$ cat config.mk
export PLATFORM = sky130hd
export DESIGN_NAME = buzz_tone_gen
export DESIGN_NICKNAME = d
export VERILOG_FILES = /design/src/rtl/buzz_pkg.sv /design/src/rtl/buzz_tick_div.sv /design/src/rtl/buzz_tone_osc.sv /design/src/rtl/buzz_envelope.sv /design/src/rtl/buzz_tone_gen.sv
export SDC_FILE = /design/constraint.sdc
export NUM_CORES = 1
export LEC_CHECK = 0
export BUFFER_PORTS_ARGS = -buffer_cell sky130_fd_sc_hd__buf_2
export CORE_ASPECT_RATIO = 0.9
export CORE_UTILIZATION = 55
export DETAILED_ROUTE_END_ITERATION = 10
export PLACE_DENSITY_LB_ADDON = 0.1
export SLEW_MARGIN = 30
export SYNTH_ARGS = -nofsm -noshare
export SYNTH_HDL_FRONTEND = slang
export SYNTH_SLANG_ARGS = --single-unit
$ cat constraint.sdc
create_clock -name clk -period 5.6 [get_ports clk]
set_input_delay 0.56 -clock clk [delete_from_list [all_inputs] [get_ports clk]]
set_output_delay 0.56 -clock clk [all_outputs]
set_load 0.05 [all_outputs]
$ cat src/rtl/buzz_pkg.sv
// Package: shared types and constants for the buzzer tone generator.
// Assumes a 60 kHz base tick; pitches are whole half-period tick counts.
package buzz_pkg;

    typedef enum logic [1:0] {
        BZ_CONT   = 2'd0,
        BZ_SINGLE = 2'd1,
        BZ_CHOP   = 2'd2,
        BZ_PULSE  = 2'd3
    } bz_mode_e;

    localparam int HALF_W        = 6;   // holds the largest half period (48)
    localparam int SEGS_PER_SEC  = 20;  // 50 ms segments in one second
    localparam int BURST_SEGS    = 2;   // single burst length in segments
    localparam int PULSE_ON_SEGS = 10;  // segments of chop per second in pulsed mode
    localparam int SEG_IDX_W     = $clog2(SEGS_PER_SEC);

    // Half period in base ticks for each pitch select (60 kHz / (2 * f)).
    function automatic logic [HALF_W-1:0] half_ticks(input logic [2:0] sel);
        logic [HALF_W-1:0] h;
        case (sel)
            3'd0:    h = 6'd48;
            3'd1:    h = 6'd40;
            3'd2:    h = 6'd30;
            3'd3:    h = 6'd24;
            3'd4:    h = 6'd20;
            3'd5:    h = 6'd15;
            3'd6:    h = 6'd12;
            default: h = 6'd10;
        endcase
        return h;
    endfunction

endpackage

$ cat src/rtl/buzz_tick_div.sv
// Module: prescaler producing a one-clock base tick every TICK_DIV clocks.
// Assumes TICK_DIV >= 1; with TICK_DIV == 1 the tick is always high.
module buzz_tick_div #(
    parameter int TICK_DIV = 1000
) (
    input  logic clk,
    input  logic rst_n,
    output logic tick_o
);

    generate
        if (TICK_DIV == 1) begin : g_direct
            assign tick_o = 1'b1;
        end else begin : g_count
            localparam int CW = $clog2(TICK_DIV);
            logic [CW-1:0] cnt_q;

            // Count clocks and wrap at the divider limit.
            always_ff @(posedge clk) begin
                if (!rst_n) begin
                    cnt_q <= '0;
                end else if (cnt_q == CW'(TICK_DIV - 1)) begin
                    cnt_q <= '0;
                end else begin
                    cnt_q <= cnt_q + 1'b1;
                end
            end

            assign tick_o = (cnt_q == CW'(TICK_DIV - 1));

            AST_TICK_GAP: assert property (@(posedge clk) disable iff (!rst_n)
                tick_o |=> !tick_o);
        end
    endgenerate

endmodule

$ cat src/rtl/buzz_tone_osc.sv
// Module: square-wave oscillator built from a half-period tick counter.
// Assumes tick_i is a one-clock pulse; restarts low on disable or pitch change.
module buzz_tone_osc
    import buzz_pkg::*;
(
    input  logic       clk,
    input  logic       rst_n,
    input  logic       tick_i,
    input  logic       en_i,
    input  logic [2:0] freq_sel_i,
    output logic       phase_o
);

    logic [2:0]        sel_q;
    logic [HALF_W-1:0] cnt_q;
    logic [HALF_W-1:0] half_last;
    logic              restart;

    assign half_last = half_ticks(freq_sel_i) - HALF_W'(1);
    assign restart   = !en_i || (freq_sel_i != sel_q);

    // Advance the half-period count on ticks and flip the phase at its end.
    always_ff @(posedge clk) begin
        if (!rst_n) begin
            sel_q   <= '0;
            cnt_q   <= '0;
            phase_o <= 1'b0;
        end else begin
            sel_q <= freq_sel_i;
            if (restart) begin
                cnt_q   <= '0;
                phase_o <= 1'b0;
            end else if (tick_i) begin
                if (cnt_q == half_last) begin
                    cnt_q   <= '0;
                    phase_o <= ~phase_o;
                end else begin
                    cnt_q <= cnt_q + 1'b1;
                end
            end
        end
    end

    AST_TONE_HOLD: assert property (@(posedge clk) disable iff (!rst_n)
        (en_i && freq_sel_i == sel_q && !tick_i) |=> $stable(phase_o));

    AST_TONE_OFF: assert property (@(posedge clk) disable iff (!rst_n)
        !en_i |=> !phase_o);

endmodule

$ cat src/rtl/buzz_envelope.sv
// Module: envelope gate for continuous, single, chop and pulsed-chop modes.
// Assumes SEG_TICKS >= 2 ticks per 50 ms segment; mode change restarts timing.
module buzz_envelope
    import buzz_pkg::*;
#(
    parameter int SEG_TICKS = 3000
) (
    input  logic       clk,
    input  logic       rst_n,
    input  logic       tick_i,
    input  logic       en_i,
    input  logic [1:0] mode_i,
    input  logic       trig_i,
    output logic       gate_o
);

    localparam int SCW = $clog2(SEG_TICKS);

    bz_mode_e             mode_q;
    bz_mode_e             mode_in;
    logic [SCW-1:0]       seg_cnt_q;
    logic [SEG_IDX_W-1:0] seg_idx_q;
    logic                 burst_q;
    logic                 restart;
    logic                 seg_end;

    assign mode_in = bz_mode_e'(mode_i);
    assign restart = !en_i || (mode_in != mode_q);
    assign seg_end = (seg_cnt_q == SCW'(SEG_TICKS - 1));

    // Track segment position within the second and the single-burst flag.
    always_ff @(posedge clk) begin
        if (!rst_n) begin
            mode_q    <= BZ_CONT;
            seg_cnt_q <= '0;
            seg_idx_q <= '0;
            burst_q   <= 1'b0;
        end else begin
            mode_q <= mode_in;
            if (restart) begin
                seg_cnt_q <= '0;
                seg_idx_q <= '0;
                burst_q   <= 1'b0;
            end else if (mode_in == BZ_SINGLE && trig_i) begin
                seg_cnt_q <= '0;
                seg_idx_q <= '0;
                burst_q   <= 1'b1;
            end else if (tick_i) begin
                if (seg_end) begin
                    seg_cnt_q <= '0;
                    seg_idx_q <= (seg_idx_q == SEG_IDX_W'(SEGS_PER_SEC - 1))
                                 ? '0 : seg_idx_q + 1'b1;
                    if (seg_idx_q == SEG_IDX_W'(BURST_SEGS - 1)) begin
                        burst_q <= 1'b0;
                    end
                end else begin
                    seg_cnt_q <= seg_cnt_q + 1'b1;
                end
            end
        end
    end

    // Decode the gate from the registered mode and segment position.
    always_comb begin
        case (mode_q)
            BZ_CONT:   gate_o = 1'b1;
            BZ_SINGLE: gate_o = burst_q;
            BZ_CHOP:   gate_o = !seg_idx_q[0];
            default:   gate_o = !seg_idx_q[0] &&
                                (seg_idx_q < SEG_IDX_W'(PULSE_ON_SEGS));
        endcase
    end

    AST_BURST_ARM: assert property (@(posedge clk) disable iff (!rst_n)
        (en_i && mode_in == BZ_SINGLE && mode_q == BZ_SINGLE && trig_i)
        |=> (burst_q && seg_idx_q == '0 && seg_cnt_q == '0));

    AST_MODE_RESTART: assert property (@(posedge clk) disable iff (!rst_n)
        (en_i && mode_in != mode_q)
        |=> (seg_cnt_q == '0 && seg_idx_q == '0 && !burst_q));

endmodule

$ cat src/rtl/buzz_tone_gen.sv
// Module: top of the buzzer tone generator; gates the tone with the envelope.
// Assumes all inputs are synchronous to clk; output is low when silent.
module buzz_tone_gen #(
    parameter int TICK_DIV  = 1000,
    parameter int SEG_TICKS = 3000
) (
    input  logic       clk,
    input  logic       rst_n,
    input  logic       en_i,
    input  logic [1:0] mode_i,
    input  logic [2:0] freq_sel_i,
    input  logic       trig_i,
    output logic       buzz_o
);

    logic tick;
    logic phase;
    logic gate;

    buzz_tick_div #(.TICK_DIV(TICK_DIV)) u_tick (
        .clk    (clk),
        .rst_n  (rst_n),
        .tick_o (tick)
    );

    buzz_tone_osc u_osc (
        .clk        (clk),
        .rst_n      (rst_n),
        .tick_i     (tick),
        .en_i       (en_i),
        .freq_sel_i (freq_sel_i),
        .phase_o    (phase)
    );

    buzz_envelope #(.SEG_TICKS(SEG_TICKS)) u_env (
        .clk    (clk),
        .rst_n  (rst_n),
        .tick_i (tick),
        .en_i   (en_i),
        .mode_i (mode_i),
        .trig_i (trig_i),
        .gate_o (gate)
    );

    assign buzz_o = phase & gate;

    AST_OUT_LOW_DISABLED: assert property (@(posedge clk) disable iff (!rst_n)
        !en_i |=> !buzz_o);

    AST_OUT_LOW_IN_RESET: assert property (@(posedge clk)
        !rst_n |=> !buzz_o);

endmodule

# Yosys cells after proc, flatten, opt, wreduce, memory -nomap -nowiden
# Cells that the tools add are included.
# op_classes
n_eq_ne	16
n_addsub	5
n_lt_le_gt_ge	1
n_reduce_logical	18
n_mux	9
n_bitwise	3
# op_table
op	n
$pmux W6 S7	1
$add A12 B1 Y12 const B	1
$eq A12 B12 Y1 const B	1
$mux W12	1
$add A10 B1 Y10 const B	1
$eq A10 B10 Y1 const B	1
$eq A3 B3 Y1 const B	3
$add A6 B1 Y6 const B	1
$eq A3 B2 Y1 const B	2
$eq A6 B6 Y1	1
$mux W6	1
$reduce_bool A2 Y1	3
$reduce_or A2 Y1	3
$sub A6 B1 Y6 const B	1
$add A5 B1 Y5 const B	1
$eq A5 B1 Y1 const B	1
$eq A5 B5 Y1 const B	1
$lt A5 B4 Y1 const B	1
$mux W5	1
$eq A2 B1 Y1 const B	2
$mux W1	4
$reduce_and A2 Y1	2
$eq A3 B1 Y1 const B	1
$logic_not A3 Y1	1
other kinds (12)	16
# totals
inputBits	9
regBits	40
wordCells	60

# Longest topological paths before layout
# Gate-level depths: netlist of the first run.
# logic_depth
ltp_word	5
mapped_depth	9
ltp_nobuf	8

# Modules after synthesis
# A second synthesis of the first run with hierarchy kept.
# unflattened
cells_unflattened	235
area_unflattened_um2	2047.0
# by_module_without_submodules
mod	instances	seq_area_each_um2	cells_per_inst	area_each_um2
buzz_envelope	1	400.4	113	970.9
buzz_tone_osc	1	200.2	67	591.8
buzz_tick_div	1	200.2	54	478.0
buzz_tone_gen	1	0.0	1	6.3

# Worst setup path after synthesis of the first run
# Ideal clock, no wire load.
# synth_timing
path_kind	in2reg
from	input freq_sel_i[0]
to	register u_osc.cnt_q[0]
t_arrival_ns	2.487
setup_slack_ns	2.974
t_required_ns	5.461
setup_time_ns	0.139
cell_stages	9
path_cell_list	buf_1 nor3b_1 a21oi_1 ha_1 nor4b_1 o21ai_0 a2111o_1 o31ai_1 nor2_1
# synth_via
elab_chain_len	5
word_cells_on_any_way	14
classes_between	add/sub: 1; eq/ne: 8; mux: 2; reduce/logical: 3
# synth_rtl
item	line_no	text
start, declared	buzz_tone_gen.sv:11	input logic [2:0] freq_sel_i,
$eq A3 B3 Y1, or another cell as far along	buzz_pkg.sv:21	case (sel)
$pmux W6 S7	buzz_pkg.sv:21	
$sub A6 B1 Y6	buzz_tone_osc.sv:19	assign half_last = half_ticks(freq_sel_i) - HALF_W'(1);
$eq A6 B6 Y1	buzz_tone_osc.sv:34	if (cnt_q == half_last) begin
$mux W6	buzz_tone_osc.sv:34	
end signal, assigned	buzz_tone_osc.sv:38	cnt_q <= cnt_q + 1'b1;
end, declared	buzz_tone_osc.sv:15	logic [HALF_W-1:0] cnt_q;
# Parallel ways exist; a longest one is shown, timed or not.
# A chain may end at the register's enable or synchronous reset.

# Final worst setup path of the first run
# layout_timing
from	input freq_sel_i[1]
to	register u_osc.cnt_q[5]
# Same word-level chain as after synthesis.

==> impl_results.md, run 1 <==
- Status: finished, final reports clean
- Gr ovfl total: 0
- Skew-Pair Late Insertion Delay: 290 ps
- Comb pwr share: 5.2%
- Horiz. Die Dim: 65.6 microns
- Setup crit start kind: input pin
- Max Clock Freq: 387 MHz
- RSZ-0062 raised after global routing: no
- Non-Filler Instances: 288
- Iter 0 DRT Violations: 52
- TritonCTS buffer count: 5
- Initial core utilization: 58.3%
- Hold buffers post-CTS: 0
- WHS: 488 ps
- Buffers & Inverters on Critical Path: 1
- Initial antenna violation count: 0
- Die height: 59.2 microns
- Post-synth net total: 250
- Final HPWL DP: 2.51 mm
- Share of layout cells above drive strength 1: 6.56%
- Crit-path cells: buf_2, nor3b_1, a21oi_1, ha_1, nor4b_1, o21ai_0, a2111o_1, o31ai_1, nor2_1
- Final Setup Violations: 0
- Vias per inst: 5.49
- Critical path capture point type: flop
- Largest cells by area after synthesis: dfxtp_1 40%, xor2_1 9.6%, nor2_1 6.2%
- Post-Synthesis Cell Area: 2000 sq um
- Sink Count: 40
- Power Total: 496 uW
- Distinct cells, synth: 37
- Seq/Total Area, Yosys: 40.1%
- Fin nets: 259
- CP peak stage delay: 620 ps
- Synth-to-Final Area Change: 7.70%
- Multi-input gate area: 1160 sq um
- First-pass GRT wire length: 5.89 mm
- TNS Setup: 0 ps
- Post-route clock skew: 3.84 ps
- FF+latch count, synth: 40
- Syn Area/Cell: 8.51 sq um
- GRT Total Usage: 20.3%
- Crit-path slowest cell: o31ai_1
- CP Max Fanout: 12
- Post-synth top area share: 40.1%
- Relative slew slack: 38.2%
- Post-route DRC: 0
- Sequential share of power: 58.8%
- Row count: 20
- I/O Pins: 10
- PwrDens: 230 nW/um^2
- Placed Instances: 281
- CTS max path bufs: 2
- Drt wl/cell: 12.3 microns
- Worst min path class: reg2reg
- Core box area: 3430 sq um
- Sequential cell area: 801 sq um
- Net switching power: 112 uW
- Sw Share: 22.6%
- Detailed Routing Iterations Pass 1: 6
- Required time worst endpoint: 5760 ps
- Max Cap Violations: 0
- H-tree Lvls: 2
- Die area: 3880 sq um
- Worst-margin pin slew: 919 ps
- Final Hold Vio Count: 0
- Largest net degree at the start of global routing: 16
- Final core occ: 62.8%
- Worst VDD drop: 0.168 mV
- Arr. time, crit path: 2740 ps
- Fin crit share: 46.1%
- Largest area contributor in the netlist: dfxtp_1
- Tmin final: 2580 ps
- Reg clk slew, reported paths: 70 ps
- Clock Power Share: 36.0%
- Root Driver: clkbuf_8
- Crit path max-delay family: compound AO/OA/AOI/OAI gates
- Max-slew violations: 0
- Post-route ant nets: 0
- Resized Gates After CTS: 0
- Post-Syn Instances: 235
- PortBufs: 9
- Static leakage: 0.000753 uW
- CTS tree: done
- Yosys Warn Count: 0
- Vias in the first global route: 1362
- Diodes inserted: 0
- Worst Path Class, Setup: in2reg
- Via Count: 1580
- Setup bufs post-CTS: 0
- R2R Setup Slk: 3070 ps
- Filler Cell Count: 321
- Internal power: 384 uW
- Routed wire length: 3.53 mm
- Final GP Congestion: 0.758
==> metal layers <==
layer	up-vias	part of all wire (%)	global-route usage (%)
met4	0	1.9	9.32
li1	841	-	-
met1	721	53	27.1
met3	7	2.0	5.19
met2	11	43	30.8
met5	-	0	0
==> placed cells by master (no fill, tap or decap), types with 2 or more instances in the layout <==
cell | Yosys | layout
o21ai_0 | 5 | 5
ha_1 | 6 | 6
o21a_1 | 2 | 2
a21oi_1 | 12 | 12
nor3_1 | 3 | 3
nand3b_1 | 6 | 6
nand3_1 | 12 | 12
a31oi_1 | 2 | 2
nand4_1 | 8 | 8
buf_2 | 1 | 9
and3_1 | 7 | 7
nand4b_1 | 2 | 2
clkbuf_8 | 0 | 5
mux2i_1 | 2 | 2
xor2_1 | 22 | 22
nand2_1 | 20 | 20
or4_1 | 2 | 2
nor4b_1 | 3 | 3
nand2b_1 | 3 | 3
inv_1 | 2 | 2
o31ai_1 | 3 | 3
nand4bb_1 | 2 | 2
nor2_1 | 33 | 33
nor2b_1 | 2 | 2
dfxtp_1 | 40 | 40
nor3b_1 | 2 | 2
or3_1 | 4 | 4
nor4_1 | 2 | 2
xnor2_1 | 8 | 8
and2_1 | 6 | 6
==> registers in the layout, indices dropped and copies added, names as in the netlist <==
| signal | count |
|---|---|
| u_osc.sel_q | 3 |
| u_env.seg_idx_q | 5 |
| u_env.mode_q | 2 |
| u_tick.g_count.cnt_q | 10 |
| u_env.seg_cnt_q | 12 |
| u_env.burst_q | 1 |
| u_osc.phase_o | 1 |
| u_osc.cnt_q | 6 |
==> worst register-to-register path, cell delays in order, from the launching register on <==
cell      delay, ps
dfxtp_1         400
ha_1            290
nand3_1         140
or3_1           460
a2111o_1        370
o31ai_1         620
nor2_1          110
==> stage by stage <==
stage,instance area (sq um),setup WS (ps)
floorplan,2000,2970
global placement,2080,2780
detailed placement,2080,2730
CTS,2150,3030
global route,2150,2800
finish,2150,3020
==> final timing paths <==
kind                                       to                               start  depth (start not counted)
setup / recovery  u_osc.cnt_q[5]$_SDFFE_PP0N_                       freq_sel_i[1]                          9
hold / removal     u_osc.phase_o$_SDFFE_PP0P_          u_osc.phase_o$_SDFFE_PP0P_                          2
setup reg to reg  u_osc.cnt_q[5]$_SDFFE_PP0N_  u_tick.g_count.cnt_q[0]$_SDFF_PP0_                          6
hold reg to reg    u_osc.phase_o$_SDFFE_PP0P_          u_osc.phase_o$_SDFFE_PP0P_                          2
==> cells in the mapped netlist (all sizes together) <==
library cell  count
nand4b            2
mux2i             2
nand4bb           2
and3              7
a22oi             1
nor4b             3
o21a              2
nor2             33
o22ai             1
o21ai             5
xor2             22
nand3            12
o41ai             1
xnor2             8
nor2b             2
o211a             1
or3               4
nor3              3
inv               2
a31oi             2
dfxtp            40
o31ai             3
and2              6
ha                6
nand3b            6
nand4             8
nor4              2
buf               2
or4               2
nand2            20
a21oi            12
a21boi            1
clkbuf            6
a2111o            1
nor3b             2
nand2b            3
==> cell type report <==
type	count	share of cell area, %
clock buffers	6	3.37
clock inverters	1	0.232
inverters	2	0.349
multi-input cells	185	53.9
flip-flops and latches	40	37.2
well taps	44	2.56
repair buffers	10	2.44
==> kinds of logic after synthesis <==
kind of cell	count (synthesis)	synth area share [%]
DFF	40	40.1
AOI/OAI and AO/OA	30	9.32
muxes	2	1.00
and+or+nand+nor	117	30.8
adders and majority gates	6	3.75
buffers and inverters	10	1.94
xor gates and xnor gates	30	13.1
==> power groups by stage <==
stage	registers, uW	logic (uW)	clock network [uW]
3_5_place_dp	298	25.8	0
3_3_place_gp	298	25.5	0
6_report	292	25.8	179
4_1_cts	291	25.9	189
5_1_grt	292	29.0	197
2_1_floorplan	297	18.8	0
Note: power is estimated with default switching activity, not from simulation.
==> run 2: changes to the inputs <==
--- a/config.mk
+++ b/config.mk
@@ -7,7 +7,7 @@
 export LEC_CHECK = 0
 export BUFFER_PORTS_ARGS = -buffer_cell sky130_fd_sc_hd__buf_2
 export CORE_ASPECT_RATIO = 0.9
-export CORE_UTILIZATION = 55
+export CORE_UTILIZATION = 54
 export DETAILED_ROUTE_END_ITERATION = 10
 export PLACE_DENSITY_LB_ADDON = 0.1
 export SLEW_MARGIN = 30
==> constraint.sdc (replaced) <==
create_clock -name clk -period 2.2 [get_ports clk]
set_input_delay 0.22 -clock clk [delete_from_list [all_inputs] [get_ports clk]]
set_output_delay 0.22 -clock clk [all_outputs]
set_load 0.05 [all_outputs]
==> run 2 against run 1 <==
Against the previous run: via count rose by 2.0%; sequential share of layout area fell by 2.4 points; register-to-register slack got worse by 2900 ps; combinational power rose to 3.3 times the previous value; sequential power rose to 2.5 times the previous value; design area rose by 7.0%; non-clock buffer count rose by 14; first-iteration DRC count rose by 69%; clock power rose to 3.3 times the previous value; clock skew rose by 3.3 ps; die area rose by 1.8%; clock-buffer cell count did not move; critical path type is now reg2reg; largest power group unchanged; highest routed layer unchanged.
==> impl_results.md, run 2 (synthesis gave the netlist of run 1 again) <==
- Initial core utilization: 57.9%
- Setup crit start kind: flop
- Sink Count: 40
- Worst VDD drop: 0.314 mV
- Row count: 20
- Internal power: 1110 uW
- Status: finished, final reports clean
- Max Clock Freq: 482 MHz
- Fin worst setup slack: 125 ps
- CP peak stage delay: 510 ps
- PwrDens: 617 nW/um^2
- Worst-margin pin slew: 506 ps
- Crit-path cells: ha_1, nand3_1, or3_1, a2111o_1, or4_1, a21boi_1
- Critical path startpoint: u_tick.g_count.cnt_q[1]$_SDFF_PP0_
- Vias per inst: 5.32
- Required time worst endpoint: 2440 ps
- Sw Share: 21.8%
- I/O Pins: 10
- Tmin final: 2080 ps
- Crit path max-delay family: simple AND/OR/NAND/NOR gates
- RSZ-0062 raised after global routing: no
- Gr ovfl total: 0
- Final Setup Violations: 0
- Final GP Congestion: 0.807
- Die height: 59.7 microns
- Final Hold Vio Count: 0
- Iter 0 DRT Violations: 88
- Final core occ: 66.7%
- Arr. time, crit path: 2310 ps
- Comb pwr share: 6.0%
- GRT Total Usage: 22.2%
- Worst min path class: in2reg
- Post-route clock skew: 7.15 ps
- Worst Path Class, Setup: reg2reg
- Routed wire length: 3.61 mm
- Pre-CTS WS: -23.2 ps
- Net switching power: 311 uW
- Hold path endpoint: u_env.mode_q[1]$_SDFF_PN0_
- Final HPWL DP: 2.60 mm
- Drt wl/cell: 11.9 microns
- Most common cell after layout, fill and taps aside: dfxtp_1
- Largest Register: u_env.seg_cnt_q
- CTS tree: done
- Critical path capture point type: flop
- Reg clk slew, reported paths: 80 ps
- Skew-Pair Late Insertion Delay: 300 ps
- Static leakage: 0.000837 uW
- Fin nets: 273
- Vias in the first global route: 1433
- Die area: 3950 sq um
- Top Registers: u_env.seg_cnt_q x12, u_tick.g_count.cnt_q x10, u_osc.cnt_q x6
- R2R Setup Slk: 120 ps
- Crit-path slowest cell: or4_1
- Relative slew slack: 65.9%
- Core box area: 3450 sq um
- CTS max path bufs: 2
- Largest net degree at the start of global routing: 16
- Non-Filler Instances: 303
- Buffers & Inverters on Critical Path: 0
- Reg-to-reg endpoint: u_osc.phase_o$_SDFFE_PP0P_
- Filler Cell Count: 301
- Fin crit share: 94.3%
- PortBufs: 9
- TritonCTS buffer count: 5
- H-tree Lvls: 2
- Synth-to-Final Area Change: 15.2%
- Via Count: 1612
- Max reg flops: 12
- Max Cap Violations: 0
- CP Max Fanout: 4
- Initial antenna violation count: 0
- Placed Instances: 295
- Sequential share of power: 52.0%
- Most frequent cells in the layout: 39 x dfxtp_1, 33 x nor2_1, 22 x xor2_1
- Post-route DRC: 0
- Max-slew violations: 0
- Min-delay src: mode_i[1]
- Clock Power Share: 42.0%
- Share of layout cells above drive strength 1: 13.5%
- Diodes inserted: 0
- R2r startpoint: u_tick.g_count.cnt_q[1]$_SDFF_PP0_
- Horiz. Die Dim: 66.1 microns
- Reg2reg path depth: 6
- Root Driver: clkbuf_8
- Detailed Routing Iterations Pass 1: 5
- First-pass GRT wire length: 6.40 mm
- Min-Delay Path Depth: 2
- Critical path depth in cells: 6
- WHS: 162 ps
- Post-route ant nets: 0
## run 2: final cells by class
type                    instances  area [sq um]  share of cell area, %
multi-input cells             185          1170                   51.0
flip-flops and latches         40           802                   34.8
repair buffers                 24           158                   6.84
clock buffers                   6          72.6                   3.15
well taps                      44          55.1                   2.39
clock inverters                 2          35.0                   1.52
inverters                       2          7.51                  0.326
## run 2: through the flow
step           area [sq um]  total power [uW]  TNS, ps
2_1_floorplan          2020               808        0
3_3_place_gp           2190               840        0
3_5_place_dp           2190               842    -23.2
4_1_cts                2300              1440        0
5_1_grt                2300              1480        0
6_report               2300              1420        0
## run 2: worst reg2reg max path, stage by stage, from the launching register on
cell and delay (ps):
dfxtp_2 360, ha_1 180, nand3_1 110, or3_1 370
a2111o_1 360, or4_1 510, a21boi_1 120
## run 2: worst max path at each step
| stage | slack, ps | endpoint |
|---|---|---|
| floorplan | 3 | u_osc.phase_o$_SDFFE_PP0P_ |
| global placement | 10 | u_osc.phase_o$_SDFFE_PP0P_ |
| detailed placement | -20 | u_osc.phase_o$_SDFFE_PP0P_ |
| CTS | 80 | u_osc.phase_o$_SDFFE_PP0P_ |
| global route | 30 | u_osc.phase_o$_SDFFE_PP0P_ |
| finish | 120 | u_osc.phase_o$_SDFFE_PP0P_ |
## run 2: layer usage
metal | track usage [%] | share of wire (%) | vias up
li1 | - | - | 870
met1 | 29.0 | 54 | 719
met2 | 32.5 | 41 | 16
met3 | 7.44 | 3.1 | 7
met4 | 11.6 | 1.9 | 0
met5 | 0 | 0 | -
## run 2: timing repair
item	in CTS	in global routing
hold buffers	0	0
setup endpoints to repair	0	1
resized for setup	0	1
setup buffers	0	0
## run 2: power by group through the flow
stage / registers (uW) / logic (uW) / clock network [uW]
2_1_floorplan: 757 / 50.7 / 0
3_3_place_gp: 756 / 83.6 / 0
3_5_place_dp: 757 / 85.6 / 0
4_1_cts: 739 / 85.7 / 612
5_1_grt: 741 / 95.7 / 647
6_report: 740 / 85.0 / 597
==> run 3: changes to the inputs <==
--- a/config.mk
+++ b/config.mk
@@ -5,9 +5,10 @@
 export SDC_FILE = /design/constraint.sdc
 export NUM_CORES = 1
 export LEC_CHECK = 0
+export ABC_AREA = 1
 export BUFFER_PORTS_ARGS = -buffer_cell sky130_fd_sc_hd__buf_2
 export CORE_ASPECT_RATIO = 0.9
-export CORE_UTILIZATION = 54
+export CORE_UTILIZATION = 55
 export DETAILED_ROUTE_END_ITERATION = 10
 export PLACE_DENSITY_LB_ADDON = 0.1
 export SLEW_MARGIN = 30
==> run 3 against run 2 <==
Against the previous run: first-iteration DRC count grew 38%; clock skew grew 3.0 ps; sequential power is essentially flat; cell count grew 42%; non-clock buffer count shrank 14; clock-buffer cell count is the same; via count grew 40%; sequential cell count is the same; register-to-register slack gained 330 ps; area after synthesis grew 18%.
==> impl_results.md, run 3 <==
- Status: finished, final reports clean
- Horiz. Die Dim: 71.2 microns
- Detailed Routing Iterations Pass 1: 4
- Top Registers: u_env.seg_cnt_q x12, u_tick.g_count.cnt_q x10, u_osc.cnt_q x6
- First-pass GRT wire length: 8.85 mm
- Skew-Pair Late Insertion Delay: 290 ps
- Max Clock Freq: 572 MHz
- Syn Area/Cell: 6.45 sq um
- Share of layout cells above drive strength 1: 9.71%
- Net switching power: 330 uW
- Resized Gates After CTS: 0
- Drt wl/cell: 11.4 microns
- Largest Register: u_env.seg_cnt_q
- Worst min path class: in2reg
- Most used standard cell by instance count after synthesis: nand2_1
- CTS tree: done
- Sw Share: 24.5%
- Post-Syn Instances: 367
- Seq/Total Area, Yosys: 33.8%
- Die area: 4570 sq um
- Crit path max-delay family: simple AND/OR/NAND/NOR gates
- PortBufs: 9
- Initial core utilization: 57.7%
- Final Hold Vio Count: 0
- Reg clk slew, reported paths: 80 ps
- Final HPWL DP: 3.70 mm
- Largest net degree at the start of global routing: 14
- CP peak stage delay: 360 ps
- Clock Power Share: 38.6%
- Buffers & Inverters on Critical Path: 1
- I/O Pins: 10
- Crit-path slowest cell: dfxtp_1
- Post-synth top area share: 33.8%
- Asr flop ratio synth: 0%
- Post-route clock skew: 10.1 ps
- Max reg flops: 12
- Initial antenna violation count: 0
- PwrDens: 528 nW/um^2
- Most frequent cells after synthesis: 105 x nand2_1, 52 x nor2_1, 45 x inv_1, 40 x dfxtp_1, 31 x nand3_1
- Post-synth net total: 382
- Die height: 64.3 microns
- Fin worst setup slack: 453 ps
- Largest cells by area after synthesis: dfxtp_1 34%, nand2_1 17%, nor2_1 8.2%
- Final core occ: 62.4%
- Worst VDD drop: 0.455 mV
- Crit-path cells: ha_1, nand2_1, inv_1, nand3_1, nor2_1, nand2_1, nor2_1, nand2_1, nand2_1, a21oi_1
- Power Total: 1350 uW
- CP Max Fanout: 6
- Worst-margin pin slew: 537 ps
- FF+latch count, synth: 40
- Via Count: 2257
- Largest area contributor in the netlist: dfxtp_1
- WHS: 145 ps
- Post-Synthesis Cell Area: 2370 sq um
- Static leakage: 0.00104 uW
- Arr. time, crit path: 1920 ps
- Core box area: 4100 sq um
- Final GP Congestion: 0.919
- CTS max path bufs: 2
- Synth-to-Final Area Change: 7.98%
- Post-route DRC: 0
- Routed wire length: 4.89 mm
- Iter 0 DRT Violations: 121
- Final Setup Violations: 0
- Vias in the first global route: 2082
- TNS Setup: 0 ps
- Diodes inserted: 0
- Relative slew slack: 63.9%
- EDFF count, synth: 0
- Yosys Warn Count: 0
- GRT Total Usage: 24.1%
- Worst Path Class, Setup: reg2reg
- Sink Count: 40
- Gr ovfl total: 0
- Row count: 22
- Fin crit share: 79.4%
- TritonCTS buffer count: 5
- Sequential share of power: 54.8%
- Root Driver: clkbuf_8
- Post-route ant nets: 0
- Max-slew violations: 0
- Setup crit start kind: flop
- Tmin final: 1750 ps
- Most used cell, CP: nand2_1
- Synth Flop Type: dfxtp_1
- Setup bufs post-CTS: 0
- Internal power: 1020 uW
- Comb pwr share: 6.7%
- Pre-CTS WS: 260 ps
- Filler Cell Count: 394
- Distinct cells, synth: 35
- Hold buffers post-CTS: 0
- Most common cell after layout, fill and taps aside: nand2_1
- RSZ-0062 raised after global routing: no
- Required time worst endpoint: 2370 ps
- Most frequent cells in the layout: 105 x nand2_1, 52 x nor2_1, 45 x inv_1
- Critical path capture point type: flop
- H-tree Lvls: 2
- Max Cap Violations: 0
- Vias per inst: 5.26
- Fin nets: 395
## run 3: cell types whose count changed in the layout (fill, tap and decap cells not counted), moves of 5 or more
cell / before / now
a21oi_1: 12 / 17
and2_1: 6 / 1
and3_1: 7 / 1
buf_4: 15 / 1
inv_1: 2 / 45
nand2_1: 20 / 105
nand3_1: 12 / 31
nand4_1: 8 / 13
nor2_1: 33 / 52
nor3_1: 3 / 10
xor2_1: 22 / 5
## run 3: through the flow
| step | std cells | area, sq um |
|---|---|---|
| floorplan | 367 | 2370 |
| global placement | 421 | 2460 |
| detailed placement | 421 | 2460 |
| CTS | 429 | 2560 |
| global route | 429 | 2560 |
| finish | 429 | 2560 |
## run 3: cell families after synthesis
group | after synthesis | synth area share, %
buffers and inverters | 54 | 8.98
AO/OA/AOI/OAI | 28 | 6.23
flip-flops | 40 | 33.8
AND/OR/NAND/NOR | 230 | 44.5
adder cells (fa/ha/maj) | 6 | 3.17
XOR/XNOR | 9 | 3.33
## run 3: worst register-to-register path, delay by kind of cell (launching register included)
family	cells	cell delay (ps)
compound gates	1	70
fa+ha+maj	1	220
buf+inv	1	110
flops	1	360
simple gates	7	860
## run 3: layout make-up
cell class	count	area [sq um]	share of cell area, %
clock inverter	2	15.0	0.587
sequential	40	801	31.3
timing repair buffer	10	52.6	2.05
multi-input combinational	273	1360	53.0
inverter	50	191	7.49
clock buffer	6	82.6	3.23
tap	48	60.1	2.35
## run 3: power by group through the flow
stage / combinational, uW / clock [uW] / sequential (uW)
after detailed placement: 90.0 / 0 / 756
final: 89.9 / 520 / 739
after global routing: 107 / 565 / 741
after global placement: 89.1 / 0 / 756
after floorplan: 66.9 / 0 / 755
after CTS: 90.4 / 530 / 739
## run 3: worst paths after layout
kind / from / end / slack (ps) / depth (start not counted)
worst min register to register: u_tick.g_count.cnt_q[0]$_SDFF_PP0_ / u_tick.g_count.cnt_q[0]$_SDFF_PP0_ / 460 / 1
worst min-delay path: mode_i[1] / u_env.mode_q[1]$_SDFF_PN0_ / 150 / 3
worst max-delay path: u_tick.g_count.cnt_q[0]$_SDFF_PP0_ / u_osc.cnt_q[5]$_SDFFE_PP0N_ / 450 / 10
worst max register to register: u_tick.g_count.cnt_q[0]$_SDFF_PP0_ / u_osc.cnt_q[5]$_SDFFE_PP0N_ / 450 / 10
## run 3: per-layer routing
layer	global-route usage, %	wire, microns
met1	31.3	2460
met2	41.1	2270
met3	4.26	142
met4	6.00	23
met5	0	0
